==> config.mk <==
export PLATFORM = sky130hd
export DESIGN_NAME = rally_pacer
export DESIGN_NICKNAME = d
export VERILOG_FILES = /design/src/rtl/pace_pkg.sv /design/src/rtl/rate_divider.sv /design/src/rtl/rally_tracker.sv /design/src/rtl/step_pacer.sv /design/src/rtl/rally_pacer.sv
export SDC_FILE = /design/constraint.sdc
export NUM_CORES = 1
export LEC_CHECK = 0
export BUFFER_PORTS_ARGS = -buffer_cell sky130_fd_sc_hd__clkbuf_2
export CAP_MARGIN = 20
export CORE_MARGIN = 2
export CORE_UTILIZATION = 60
export DETAILED_ROUTE_END_ITERATION = 10
export PLACE_DENSITY = 0.77
export RECOVER_POWER = 50
export SYNTH_ARGS = -nofsm -noshare
export SYNTH_HDL_FRONTEND = slang
export SYNTH_HIERARCHICAL = 1
export SYNTH_SLANG_ARGS = --single-unit
==> constraint.sdc <==
create_clock -name clk -period 3.2 [get_ports clk]
set_clock_uncertainty 0.2 [all_clocks]
set_input_delay 0.96 -clock clk [delete_from_list [all_inputs] [get_ports clk]]
set_output_delay 0.96 -clock clk [all_outputs]
set_load 0.05 [all_outputs]
==> src/rtl/pace_pkg.sv <==
package pace_pkg;
    localparam int unsigned HIT_W   = 4;
    localparam int unsigned HIT_MAX = 15;
    localparam int unsigned N_RATES = 4;

    typedef enum logic [1:0] {
        SPD_SLOW   = 2'b00,
        SPD_NORMAL = 2'b01,
        SPD_FAST   = 2'b10,
        SPD_VFAST  = 2'b11
    } speed_t;
endpackage

==> src/rtl/rate_divider.sv <==
module rate_divider #(
    parameter int unsigned TERM = 25000000
) (
    input  logic clk,
    input  logic rst,
    output logic wave_o
);
    localparam int unsigned CW = $clog2(TERM + 1);
    localparam logic [CW-1:0] LAST = CW'(TERM - 1);

    logic [CW-1:0] cnt_q;
    logic          wave_q;

    always_ff @(posedge clk) begin
        if (rst) begin
            cnt_q  <= '0;
            wave_q <= 1'b0;
        end else if (cnt_q == LAST) begin
            cnt_q  <= '0;
            wave_q <= ~wave_q;
        end else begin
            cnt_q  <= cnt_q + 1'b1;
        end
    end

    assign wave_o = wave_q;

    AST_WAVE_HOLD: assert property (@(posedge clk) disable iff (rst)
        (cnt_q != LAST) |=> $stable(wave_q)) else $error("wave moved early");
endmodule

==> src/rtl/rally_tracker.sv <==
module rally_tracker
    import pace_pkg::*;
(
    input  logic             clk,
    input  logic             rst,
    input  logic             hit_i,
    input  logic             miss_i,
    output logic [HIT_W-1:0] hits_o,
    output speed_t           level_o
);
    localparam logic [HIT_W-1:0] TOP = HIT_W'(HIT_MAX);

    logic [HIT_W-1:0] cnt_q;
    speed_t           state_q, state_d;
    logic             bump;

    assign bump = hit_i && !miss_i && (cnt_q != TOP);

    always_ff @(posedge clk) begin
        if (rst)         cnt_q <= '0;
        else if (miss_i) cnt_q <= '0;
        else if (bump)   cnt_q <= cnt_q + 1'b1;
    end

    always_comb begin
        state_d = state_q;
        unique case (state_q)
            SPD_SLOW:   if (miss_i) state_d = SPD_SLOW;
                        else if (bump && cnt_q == 4'd3)  state_d = SPD_NORMAL;
            SPD_NORMAL: if (miss_i) state_d = SPD_SLOW;
                        else if (bump && cnt_q == 4'd6)  state_d = SPD_FAST;
            SPD_FAST:   if (miss_i) state_d = SPD_SLOW;
                        else if (bump && cnt_q == 4'd12) state_d = SPD_VFAST;
            SPD_VFAST:  if (miss_i) state_d = SPD_SLOW;
            default:    state_d = SPD_SLOW;
        endcase
    end

    always_ff @(posedge clk) begin
        if (rst) state_q <= SPD_SLOW;
        else     state_q <= state_d;
    end

    always_comb begin
        hits_o  = cnt_q;
        level_o = state_q;
    end

    AST_HIT_STEP: assert property (@(posedge clk) disable iff (rst)
        (hit_i && !miss_i && cnt_q < TOP) |=> (cnt_q == $past(cnt_q) + 1'b1)) else $error("no increment");
    AST_SAT_HOLD: assert property (@(posedge clk) disable iff (rst)
        (cnt_q == TOP && !miss_i) |=> (cnt_q == TOP)) else $error("saturation lost");
    AST_MISS_CLEAR: assert property (@(posedge clk) disable iff (rst)
        miss_i |=> (cnt_q == '0 && state_q == SPD_SLOW)) else $error("miss not cleared");
    AST_LEVEL_MAP: assert property (@(posedge clk) disable iff (rst)
        (state_q == SPD_SLOW)   == (cnt_q <= 4'd3) &&
        (state_q == SPD_NORMAL) == (cnt_q >= 4'd4 && cnt_q <= 4'd6) &&
        (state_q == SPD_VFAST)  == (cnt_q >= 4'd13)) else $error("level mismatch");
endmodule

==> src/rtl/step_pacer.sv <==
module step_pacer
    import pace_pkg::*;
#(
    parameter int unsigned SLOW_TERM   = 25000000,
    parameter int unsigned NORMAL_TERM = 15000000,
    parameter int unsigned FAST_TERM   = 10000000,
    parameter int unsigned VFAST_TERM  = 7500000
) (
    input  logic   clk,
    input  logic   rst,
    input  speed_t level_i,
    output logic   step_o
);
    localparam int unsigned TERMS [N_RATES] = '{SLOW_TERM, NORMAL_TERM, FAST_TERM, VFAST_TERM};

    logic [N_RATES-1:0] wave, prev_q, rise;
    logic               step_q;

    for (genvar g = 0; g < N_RATES; g++) begin : g_rate
        rate_divider #(.TERM(TERMS[g])) u_div (
            .clk    (clk),
            .rst    (rst),
            .wave_o (wave[g])
        );
    end

    assign rise = wave & ~prev_q;

    always_ff @(posedge clk) begin
        if (rst) begin
            prev_q <= '0;
            step_q <= 1'b0;
        end else begin
            prev_q <= wave;
            step_q <= rise[level_i];
        end
    end

    assign step_o = step_q;

    AST_QUIET_AFTER_RESET: assert property (@(posedge clk) disable iff (rst)
        $past(rst) |-> !step_q) else $error("pulse after reset");
endmodule

==> src/rtl/rally_pacer.sv <==
module rally_pacer
    import pace_pkg::*;
#(
    parameter int unsigned SLOW_TERM   = 25000000,
    parameter int unsigned NORMAL_TERM = 15000000,
    parameter int unsigned FAST_TERM   = 10000000,
    parameter int unsigned VFAST_TERM  = 7500000
) (
    input  logic             clk,
    input  logic             rst,
    input  logic             hit_i,
    input  logic             miss_i,
    output logic             step_o,
    output logic [1:0]       level_o,
    output logic [HIT_W-1:0] hits_o
);
    speed_t level;

    rally_tracker u_track (
        .clk     (clk),
        .rst     (rst),
        .hit_i   (hit_i),
        .miss_i  (miss_i),
        .hits_o  (hits_o),
        .level_o (level)
    );

    step_pacer #(
        .SLOW_TERM   (SLOW_TERM),
        .NORMAL_TERM (NORMAL_TERM),
        .FAST_TERM   (FAST_TERM),
        .VFAST_TERM  (VFAST_TERM)
    ) u_pace (
        .clk     (clk),
        .rst     (rst),
        .level_i (level),
        .step_o  (step_o)
    );

    assign level_o = level;
endmodule

# Word level (Yosys, flattened, before mapping)
# Cells that the tools add are included.
word_totals:
  elab_cells: 62
  output_inout_bits: 7
  reg_bits: 111
classes:
  addsub: 5
  magnitude_cmp: 1
  n_reduce_logical: 13
  n_mux: 10
  bitwise_logic: 6
  eq_ne: 15
op_table:
  columns: ["operator", "count"]
  rows:
  - ["24-bit by 1-bit adder with 24-bit output, second input constant", 2]
  - ["24-bit equality test, second input constant", 2]
  - ["25-bit by 1-bit adder with 25-bit output, second input constant", 1]
  - ["25-bit equality test, second input constant", 1]
  - ["23-bit by 1-bit adder with 23-bit output, second input constant", 1]
  - ["23-bit equality test, second input constant", 1]
  - ["2-bit 2-to-1 mux", 7]
  - ["2-bit OR reduction", 5]
  - ["3-bit by 2-bit != test with 1-bit output, second input constant", 3]
  - ["2-bit case mux with 4 select lines", 1]
  - ["1-bit logical AND", 5]
  - ["4-bit by 1-bit adder with 4-bit output, second input constant", 1]
  - ["4-bit AND", 1]
  - ["2-bit equality test, second input constant", 2]
  - ["4-bit by 2-bit equality test with 1-bit output, second input constant", 1]
  - ["4-bit by 3-bit equality test with 1-bit output, second input constant", 1]
  - ["4-bit equality test, second input constant", 1]
  - ["4-bit != test, second input constant", 1]
  - ["1-bit inverter", 4]
  - ["4-bit inverter", 1]
  - ["4-bit AND reduction", 1]
  - ["2-bit by 3-bit < comparator with 1-bit output, second input constant", 1]
  - ["1-bit binary-select mux with 2-bit select", 1]
  - ["2-bit by 1-bit equality test with 1-bit output, second input constant", 1]
  - ["other kinds (4)", 4]

# Logic depth before layout (Yosys ltp)
logic_depth:
  ltp_word: 7
  mapped_depth: 7

# By module
# Netlist, hierarchy kept.
modules_own_cells:
  columns: ["mod", "cells_each", "seq_area_each_um2", "instances", "area_each_um2"]
  rows:
  - ["rate_divider (u_pace.g_rate[0].u_div)", 136, 520.5, 1, 1212.4]
  - ["rate_divider (u_pace.g_rate[1].u_div)", 133, 500.5, 1, 1153.6]
  - ["rate_divider (u_pace.g_rate[2].u_div)", 131, 500.5, 1, 1149.9]
  - ["rate_divider (u_pace.g_rate[3].u_div)", 130, 480.5, 1, 1112.3]
  - ["rally_tracker", 41, 120.1, 1, 350.3]
  - ["step_pacer", 17, 100.1, 1, 172.7]

# Least setup slack after synthesis
# Ideal clock, no wire load.
synth_timing:
  path_kind: "flip-flop to flip-flop"
  from: "register u_pace.g_rate[0].u_div.cnt_q[0]"
  to: "register u_pace.g_rate[0].u_div.cnt_q[22]"
  arrival_time_ns: 1.949
  setup_time_ns: 0.066
  setup_slack_ns: 0.985
  synth_period_minus_slack_ns: 2.215
  n_path_buf: 1
  required_ns: 2.934
  stages_incl_launch_ff: 7
  path_cell_list: "dfxtp_1 ha_1 nand2_1 or4_1 buf_2 or4_4 a21oi_2"
synth_between:
  elab_chain_cells: 2
  word_cells_on_any_way: 3
synth_rtl:
  columns: ["element", "line_no", "source"]
  rows:
  - ["start, declared", "rate_divider.sv:11", "logic [CW-1:0] cnt_q;"]
  - ["start signal, assigned", "rate_divider.sv:22", "cnt_q <= cnt_q + 1'b1;"]
  - ["parallel branches: the longest is 2 deep, another holds 25-bit by 1-bit adder with 25-bit output", null, null]
# Parallel ways; which one is timed is not known.
# A chain may end at the register's enable or synchronous reset.

# Worst setup path in the final report
layout_timing:
  from: "input port rst"
  to: "register u_pace.g_rate[2].u_div.cnt_q[9]"
layout_between:
  elab_chain_cells: 1
layout_rtl:
  columns: ["element", "line_no", "source"]
  rows:
  - ["start, declared", "rally_pacer.sv:10", "input logic rst,"]
  - ["2-bit OR reduction (no line)", null, null]
  - ["end signal, assigned", "rate_divider.sv:22", null]
  - ["end, declared", "rate_divider.sv:11", null]
# No other way between the ends.

==> results_dict.tcl <==
set metrics [dict create \
    routed_wl_um 9993 \
    syn-num-nets 599 \
    gp_congestion 0.7694 \
    drive_above_1_share_pct 8.500 \
    arrival_ps 2610 \
    io_buffers 10 \
    period_needed_ps 2579 \
    vias 4200 \
    place_hpwl_um 6880 \
    ant_nets 0 \
    dieArea_um2 9342 \
    hold_class "reg2reg" \
    holdBufCountCts 0 \
    netlist_area_um2 5151 \
    status "finished, final reports clean" \
    wl_per_cell_um 14.17 \
    cts.repair.resized 0 \
    coreArea_um2 8258 \
    utilization_pct 66.55 \
    tightest_slew_ps 983.9 \
    clkTransAtPathRegs_ps 110 \
    synth_top_area_share_pct 43.14 \
    start_util_pct 62.38 \
    grt_setup_unrepaired "no" \
    cts_buffer_depth 2 \
    power_switching_uw 537.8 \
    grt_max_degree 25 \
    syn_avg_cell_area_um2 8.761 \
    synth_flop_cell "dfxtp_1" \
    drc 0 \
    cp-start-kind "input port" \
    irDropWorstVdd_mv 0.2872 \
    ys_types 54 \
    timing.rr.start "u_pace/g_rate[2].u_div/cnt_q[0]" \
    intPower_uw 1880 \
    yosys.area_share.simple_pct 31.33 \
    combPwrFrac_pct 2.7 \
    relSlewSlack_pct 34.41 \
    grt_util_all_layers_pct 21.70 \
    finalCritPeriodShare_pct 80.60 \
    cts-root-buf "clkbuf_8" \
    yosysWarningCount 6 \
    finalPower_uw 2417 \
    critPathRequiredTime_ps 3230 \
    fmax_ghz 0.3877 \
    synth_compound_area_share_pct 11.34 \
    clk_latency_ps 380 \
    synth_edf_count 0 \
    crit_type "in2reg" \
    via_per_inst 5.957 \
    r2r_cells 6 \
    grt_pass1_wl_um 17150 \
    worst_r2r_endpoint "u_pace/g_rate[2].u_div/cnt_q[9]" \
    ys_seq_area_share_pct 43.14 \
    synth_adder_area_share_pct 1.700 \
    synth_top_family_by_area "simple AND/OR/NAND/NOR gates" \
    drt_iter0_markers 164 \
    die_h_um 96.66 \
    path_max_fanout 23 \
    power_density_nw_per_um2 439.9 \
    clkPwrFrac_pct 39.0 \
    synthArstFlopShare_pct 0 \
    cts_tree "done" \
    maxCapViolations 0 \
    end_kind "flip-flop" \
    tns_ps 0 \
    cts_made_buffers 9 \
    seqPwrFrac_pct 58.3 \
    synth_area_leaders "dfxtp_1, nor2_1, xnor2_1" \
    fp-row-count 33 \
    design_area_um2 5495 \
    startpoint "rst" \
    drtPass1Iterations 4 \
    endpoint "u_pace/g_rate[2].u_div/cnt_q[9]" \
    post_cts_buffers 0 \
    synthCells 588 \
    syn_to_final_growth_pct 6.680 \
    drv_slew 0 \
    dieWidth_um 96.66 \
    pin_count 11 \
    synth_seq_cells 111 \
    dp_cells 689 \
    grt_pass1_vias 3862 \
    ff2ff_setup_slack_ps 640 \
    muxShareOfSynthArea_pct 0 \
    nets 606 \
    overflow 0 \
    clock-sinks 111 \
    synth-xor-area-share_pct 8.841 \
    instances_no_fill 705 \
    sw_frac_of_total_pct 22.25 \
    grt_antenna_before_repair 0 \
    placed_cell_area_um2 5273 \
    h-tree-depth 3 \
    antennaDiodeCount 0 \
    p_leak_uw 0.001759 \
    report.final.setup_viol 0 \
    hold_viol 0 \
    synth.largest_area_cell "dfxtp_1" \
]
[sequential cells by signal (all words and copies together), names as in the netlist]
signal,count
u_track/hits_o,4
u_pace/g_rate.u_div/wave_o,4
u_pace/step_o,1
u_pace/prev_q,4
u_pace/g_rate.u_div/cnt_q,96
u_track/level_o,2
[cells in the mapped netlist, types with 2 or more instances]
cell type and count:
a211oi_1 2, a21oi_1 37, a21oi_2 3, a31oi_1 2, and2_1 3, and3_1 5
and4_1 8, buf_2 11, clkbuf_1 5, dfxtp_1 111, ha_1 7, inv_1 26
nand2_1 29, nand2b_1 2, nand3_1 33, nand3_2 2, nand4_1 23, nand4_2 2
nand4_4 3, nor2_1 74, nor2b_1 5, nor3_1 7, nor4_1 7, nor4b_1 7
o21ai_0 26, o21bai_1 2, o311a_1 2, o31ai_1 15, or3_1 23, or3_2 3
or4_1 25, or4_4 5, or4b_1 2, xnor2_1 27, xor2_1 25
[cell type report]
cell class,count,area (µm²)
multi-input combinational,433,2741
fill,700,2763
clock buffer,10,137.6
clock inverter,6,91.34
sequential,111,2222
tap,105,131.4
inverter,26,97.59
timing repair buffer,14,73.82
[critical path, cell delays in order]
cell and delay (ps):
clkbuf_1 540, o21bai_1 210, clkbuf_1 750, nor2_1 140
[cell families after synthesis]
kind of cell	count (synthesis)
adders and majority gates	7
AOI/OAI and AO/OA	97
buffers and inverters	44
DFF	111
and+or+nand+nor	277
xor gates and xnor gates	52
[routing by layer]
layer,wire length (µm),GRT usage [%],vias to the layer above,share of wire [%]
met5,0,0,-,0
met4,119,7.151,0,1.2
met3,320,5.130,9,3.2
met2,4665,34.94,62,47
met1,4888,28.83,1979,49
li1,-,-,2150,-
[layout by cell type (no fill, tap or decap), types with 3 or more instances in the layout]
cell / n
dfxtp_1: 111
nor2_1: 74
a21oi_1: 37
nand3_1: 33
nand2_1: 29
o21ai_0: 27
xnor2_1: 27
inv_1: 26
or4_1: 25
xor2_1: 25
nand4_1: 23
or3_1: 23
o31ai_1: 15
clkbuf_8: 10
clkbuf_2: 8
and4_1: 8
nor3_1: 7
ha_1: 7
nor4b_1: 7
nor4_1: 7
nor2b_1: 5
or4_4: 5
and3_1: 5
clkinvlp_4: 3
clkbuf_1: 3
nand4_4: 3
a21oi_2: 3
or3_2: 3
buf_4: 3
and2_1: 3
[power by group through the flow]
stage          registers [µW]  logic [µW]  clock network [µW]
6_report                 1410        65.4                 942
5_1_grt                  1410        75.8                1020
4_1_cts                  1410        67.3                 964
3_5_place_dp             1440        67.1                   0
3_3_place_gp             1440        63.4                   0
2_1_floorplan            1440        45.5                   0
[worst min path at each step]
stage,startpoint,end,slack (ps),cells past startpoint
2_1_floorplan,u_pace/g_rate[0].u_div/cnt_q[0],u_pace/g_rate[0].u_div/cnt_q[0],230,1
3_3_place_gp,u_pace/g_rate[0].u_div/cnt_q[0],u_pace/g_rate[0].u_div/cnt_q[0],240,1
3_5_place_dp,u_pace/g_rate[0].u_div/cnt_q[0],u_pace/g_rate[0].u_div/cnt_q[0],250,1
4_1_cts,u_pace/g_rate[0].u_div/cnt_q[0],u_pace/g_rate[0].u_div/cnt_q[0],280,1
5_1_grt,u_pace/g_rate[0].u_div/cnt_q[0],u_pace/g_rate[0].u_div/cnt_q[0],300,1
6_report,u_pace/g_rate[0].u_div/cnt_q[0],u_pace/g_rate[0].u_div/cnt_q[0],270,1
[metrics by stage]
step	setup WS [ps]	hold slack, ps
6_report	620.8	270.6
5_1_grt	419.1	303.7
4_1_cts	804.6	279.7
3_5_place_dp	837.7	254.9
3_3_place_gp	907.0	241.3
2_1_floorplan	985.3	228.8
Note: power is estimated with default switching activity, not from simulation.
